**config.mk**
```make
export PLATFORM = sky130hd
export DESIGN_NAME = axi_crit_read_gate
export DESIGN_NICKNAME = d
export VERILOG_FILES = /design/src/rtl/axi_crit_read_gate.sv
export SDC_FILE = /design/constraint.sdc
export NUM_CORES = 1
export LEC_CHECK = 0
export BUFFER_PORTS_ARGS = -buffer_cell sky130_fd_sc_hd__buf_2
export CORE_MARGIN = 8
export CORE_UTILIZATION = 35
export CTS_CLUSTER_DIAMETER = 60
export DETAILED_ROUTE_END_ITERATION = 8
export PLACE_DENSITY = 0.58
export SLEW_MARGIN = 20
export SYNTH_ARGS = -nofsm -noshare
export SYNTH_HDL_FRONTEND = slang
export SYNTH_SLANG_ARGS = --single-unit
```
**constraint.sdc**
```tcl
create_clock -name clk -period 4.9 [get_ports clk]
set_input_delay 0.98 -clock clk [delete_from_list [all_inputs] [get_ports clk]]
set_output_delay 0.98 -clock clk [all_outputs]
set_load 0.05 [all_outputs]
```
**src/rtl/axi_crit_read_gate.sv**
```systemverilog
module axi_crit_read_gate #(
  parameter int OUTST_W = 4
) (
  input  logic               clk,
  input  logic               rst_n,
  input  logic               cfg_load,
  input  logic               cfg_rur_in,
  input  logic               cfg_ruw_in,
  input  logic               req_valid,
  input  logic [1:0]         req_mem,
  input  logic               req_excl,
  input  logic               req_shared,
  output logic               req_ready,
  output logic               m_arvalid,
  input  logic               m_arready,
  input  logic               m_rvalid,
  input  logic               m_rready,
  input  logic               m_rlast,
  input  logic               m_awvalid,
  input  logic               m_awready,
  input  logic               m_bvalid,
  input  logic               m_bready
);
  localparam logic [OUTST_W-1:0] CNT_MAX = {OUTST_W{1'b1}};
  localparam logic [1:0] MEM_DEV = 2'd1;
  localparam logic [1:0] MEM_SO  = 2'd2;

  logic               cfg_rur, cfg_ruw, held;
  logic [OUTST_W-1:0] rd_cnt, wr_cnt;
  logic               is_crit, stall, ar_hs, rd_done, aw_hs, b_hs;

  assign is_crit = (req_mem == MEM_DEV) || (req_mem == MEM_SO) || (req_excl && req_shared);
  assign stall   = is_crit && !held &&
                   ((cfg_rur && rd_cnt != '0) || (cfg_ruw && wr_cnt != '0));

  assign m_arvalid = req_valid && !stall;
  assign req_ready = m_arvalid && m_arready;

  assign ar_hs   = m_arvalid && m_arready;
  assign rd_done = m_rvalid && m_rready && m_rlast;
  assign aw_hs   = m_awvalid && m_awready;
  assign b_hs    = m_bvalid && m_bready;

  always_ff @(posedge clk) begin
    if (!rst_n) begin
      cfg_rur <= 1'b0;
      cfg_ruw <= 1'b0;
    end else if (cfg_load) begin
      cfg_rur <= cfg_rur_in;
      cfg_ruw <= cfg_ruw_in;
    end
  end

  always_ff @(posedge clk) begin
    if (!rst_n)                    held <= 1'b0;
    else if (ar_hs)                held <= 1'b0;
    else if (m_arvalid)            held <= 1'b1;
  end

  always_ff @(posedge clk) begin
    if (!rst_n) rd_cnt <= '0;
    else case ({ar_hs, rd_done})
      2'b10:   rd_cnt <= rd_cnt + 1'b1;
      2'b01:   rd_cnt <= rd_cnt - 1'b1;
      default: rd_cnt <= rd_cnt;
    endcase
  end

  always_ff @(posedge clk) begin
    if (!rst_n) wr_cnt <= '0;
    else case ({aw_hs, b_hs})
      2'b10:   wr_cnt <= wr_cnt + 1'b1;
      2'b01:   wr_cnt <= wr_cnt - 1'b1;
      default: wr_cnt <= wr_cnt;
    endcase
  end


  p_noncrit_pass_r2: assert property (@(posedge clk) disable iff (!rst_n)
    (req_valid && !is_crit) |-> m_arvalid);

  p_rur_wait_r3: assert property (@(posedge clk) disable iff (!rst_n)
    (m_arvalid && is_crit && cfg_rur && !held) |-> (rd_cnt == '0));

  p_ruw_wait_r4: assert property (@(posedge clk) disable iff (!rst_n)
    (m_arvalid && is_crit && cfg_ruw && !held) |-> (wr_cnt == '0));

  p_hold_valid_r6: assert property (@(posedge clk) disable iff (!rst_n)
    (m_arvalid && !m_arready) |=> m_arvalid);

  p_rd_no_overflow_r3: assert property (@(posedge clk) disable iff (!rst_n)
    (rd_cnt == CNT_MAX) |-> !(ar_hs && !rd_done));

  p_wr_no_overflow_r4: assert property (@(posedge clk) disable iff (!rst_n)
    (wr_cnt == CNT_MAX) |-> !(aw_hs && !b_hs));

  p_rd_no_underflow_r3: assert property (@(posedge clk) disable iff (!rst_n)
    (rd_cnt == '0) |-> !(rd_done && !ar_hs));

  p_ready_r9: assert property (@(posedge clk) disable iff (!rst_n)
    req_ready |-> (m_arvalid && m_arready));
endmodule

```
==> impl_metrics.toml <==
[run_status]
outcome = "completed"

[final_layout]
finalCoreUtilization = 0.445
num-fill-cells = 207
layout.nets = 127
layout-drive-gt1-share = 0.270
finalNonFillerCells = 127
flow.area_growth_from_synthesis_pct = 21.2
antenna_cells = 0

[synthesis]
ys_ff_latch = 11
ys_dominant_reg_cell = "dfxtp_1"
yosys_warnings = 0
synthesis.area_per_instance_um2 = 9.14
postSynthNetCount = 104
number_of_distinct_standard_cells_referenced_by_the_synthesized_netlist = 23
syn-instance-count = 78
synth_top_cells_by_count = "11 x dfxtp_1, 9 x nand2_1, 7 x and2_1, 7 x inv_1"
synth_edf_count = 0
seq_area_frac_synth = 0.309
yosysMostFrequentCell = "dfxtp_1"
post_synth_instance_area_um2 = 713
netlist_top_cells_area = "dfxtp_1 31%, ha_1 11%, mux2i_1 8.4%"
cell_taking_the_most_area_after_synthesis = "dfxtp_1"
async_s_r_ff_share_synth = 0
yosysTopAreaCellShare = 0.309

[global_routing]
largest_net_degree_at_the_start_of_global_routing = 14
first_pass_grt_wire_length_um = 2660
grt_pass1_vias = 639
antenna_found_initial = 0
groute.usage.overall = 0.0921
global_route.overflow_total = 0

[power_and_ir_drop]
vdd_ir_drop_max_mv = 0.159
leakagePower_nw = 0.429
power_density_nw_per_um2 = 259

[placed_design]
gp_routability_congestion = 0.772
place.port_buffers = 19
post-place-ws_ns = 1.76
dp_cells = 123
dp_hpwl_um = 1170

[floorplanning]
design.die.area_um2 = 3740
io-pin-count = 20
core-area_um2 = 1940
initial_utilization = 0.367
std_cell_rows = 16
die_y_um = 61.1
die-width_um = 61.1

[critical_path]
timing_worst_setup_path_type = "primary input to primary output"
worst-r2r-setup-slack_ns = 2.33
startpoint_kind_of_the_worst_setup_timing_path = "primary input"
timing.critical_path.required_ns = 3.92
worst-endpoint-arrival_ns = 1.95
cp_max_fo = 3
reg2reg_to = "rd_cnt[3]"
cp-end-kind = "primary output"
reg2reg_depth = 9
worst_r2r_startpoint = "wr_cnt[0]"

[clock_tree]
post_cts.resized_instances = 0
tritoncts = "yes"
clkSlewWorstSetupHoldPaths_ns = 0.07
tritoncts_num_sinks = 11
clockRootBuffer = "clkbuf_4"
post_cts_buffers = 0
cts.hold.buffers_added = 0
clock_tree.buffer_depth = 2
clkLatencyLatePin_ns = 0.26
cts_inserted_buffers = 3
cts.htree.levels = 1

[routing]
route.vias.total = 574
detail_route.iter0.violations = 11
detail_route.vias_per_cell = 4.52
post-route-drc-count = 0
routed_wl_um = 1400
antenna_violating_nets_post_route = 0
first_pass_iters = 4
route.detailed.wl_per_inst_um = 11.1

[min_path]
min_delay_path_depth = 2
min_from = "wr_cnt[3]"
holdCritPathClass = "flip-flop to flip-flop"
holdPathEnd = "wr_cnt[3]"

[sta]
finalMaxSlewViolations = 0
finalSetupViolations = 0
setup_tns_ns = 0
achievable-frequency_mhz = 341
worst_pin_slew_ns = 0.287
final.setup_skew_ns = 0.00273
max_slew_margin = 0.806
hold_viol = 0
unrepaired_setup_endpoints_after_global_routing = "false"
worst_slack_ns = 1.97
final.period_utilization = 0.598
worst_hold_slack_ns = 0.492
post-route-min-period_ns = 2.93

[flow_run]
timing.max_cap.violations = 0
==> cells in the final DEF (no fill, tap or decap) <==
| master | count |
|---|---|
| and2b_2 | 1 |
| a21oi_1 | 2 |
| a221oi_2 | 1 |
| a21o_2 | 1 |
| dfxtp_1 | 11 |
| clkbuf_1 | 1 |
| inv_1 | 7 |
| o211ai_1 | 1 |
| buf_2 | 19 |
| xor2_1 | 2 |
| fa_1 | 2 |
| nor2_1 | 5 |
| o21ai_0 | 4 |
| and3_1 | 1 |
| or2_1 | 1 |
| a21o_1 | 1 |
| nand2b_1 | 2 |
| mux2i_1 | 6 |
| nor2b_1 | 2 |
| nand2_1 | 9 |
| xnor2_1 | 3 |
| clkbuf_4 | 3 |
| and2_1 | 7 |
| o41ai_2 | 2 |
| ha_1 | 6 |
==> kinds of logic (layout without fill, tap and decap cells) <==
kind of cell | Yosys count | count (layout) | share of synthesized area
and+or+nand+nor | 28 | 28 | 0.200
DFF | 11 | 11 | 0.309
muxes | 6 | 6 | 0.0842
xor gates and xnor gates | 5 | 5 | 0.0614
AOI/OAI and AO/OA | 12 | 12 | 0.142
adders and majority gates | 8 | 8 | 0.161
buffers and inverters | 8 | 30 | 0.0421
==> power by group <==
| group | internal, W | switching, W | total [W] |
|---|---|---|---|
| combinational | 0.0000274 | 0.0000276 | 0.0000551 |
| sequential | 0.0000974 | 0.00000900 | 0.000106 |
| clock | 0.0000315 | 0.0000308 | 0.0000623 |
==> flip-flops by register name, indices dropped and copies added (netlist names) <==
signal   flops
rd_cnt       4
held         1
cfg_ruw      1
wr_cnt       4
cfg_rur      1
==> worst max-delay path by stage <==
| stage | start | end | cells past startpoint |
|---|---|---|---|
| 2_1_floorplan | req_mem[1] | rd_cnt[3] | 9 |
| 3_3_place_gp | req_mem[1] | rd_cnt[3] | 10 |
| 4_1_cts | req_mem[1] | req_ready | 6 |
| 6_report | req_mem[0] | m_arvalid | 5 |
| 5_1_grt | req_mem[1] | req_ready | 6 |
| 3_5_place_dp | req_mem[1] | rd_cnt[3] | 10 |
==> critical path: stages <==
cell,delay (ns)
buf_2,0.10
xnor2_1,0.13
a221oi_2,0.28
and2b_2,0.25
buf_2,0.20
==> per-stage QoR <==
stage                     power [W]  instance area, um2
final                      0.000224                 865
after global routing       0.000242                 865
after CTS                  0.000227                 865
after detailed placement   0.000164                 838
after global placement     0.000162                 838
after floorplan            0.000147                 713
==> metal layers <==
| metal | share of wire | GRT usage | vias to the layer above |
|---|---|---|---|
| met5 | 0 | 0 | - |
| met3 | 0.056 | 0.0438 | 0 |
| met2 | 0.45 | 0.146 | 16 |
| met4 | 0 | 0.00997 | 0 |
| li1 | - | - | 304 |
| met1 | 0.49 | 0.113 | 254 |
==> layout make-up <==
cell class              instances  area (um2)  area share
multi-input cells              59         463       0.535
flip-flops and latches         11         220       0.255
repair buffers                 19        95.1       0.110
well taps                      27        33.8      0.0391
clock buffers                   4        26.3      0.0304
inverters                       7        26.3      0.0304
No activity file was read; power rests on OpenSTA's default activity.
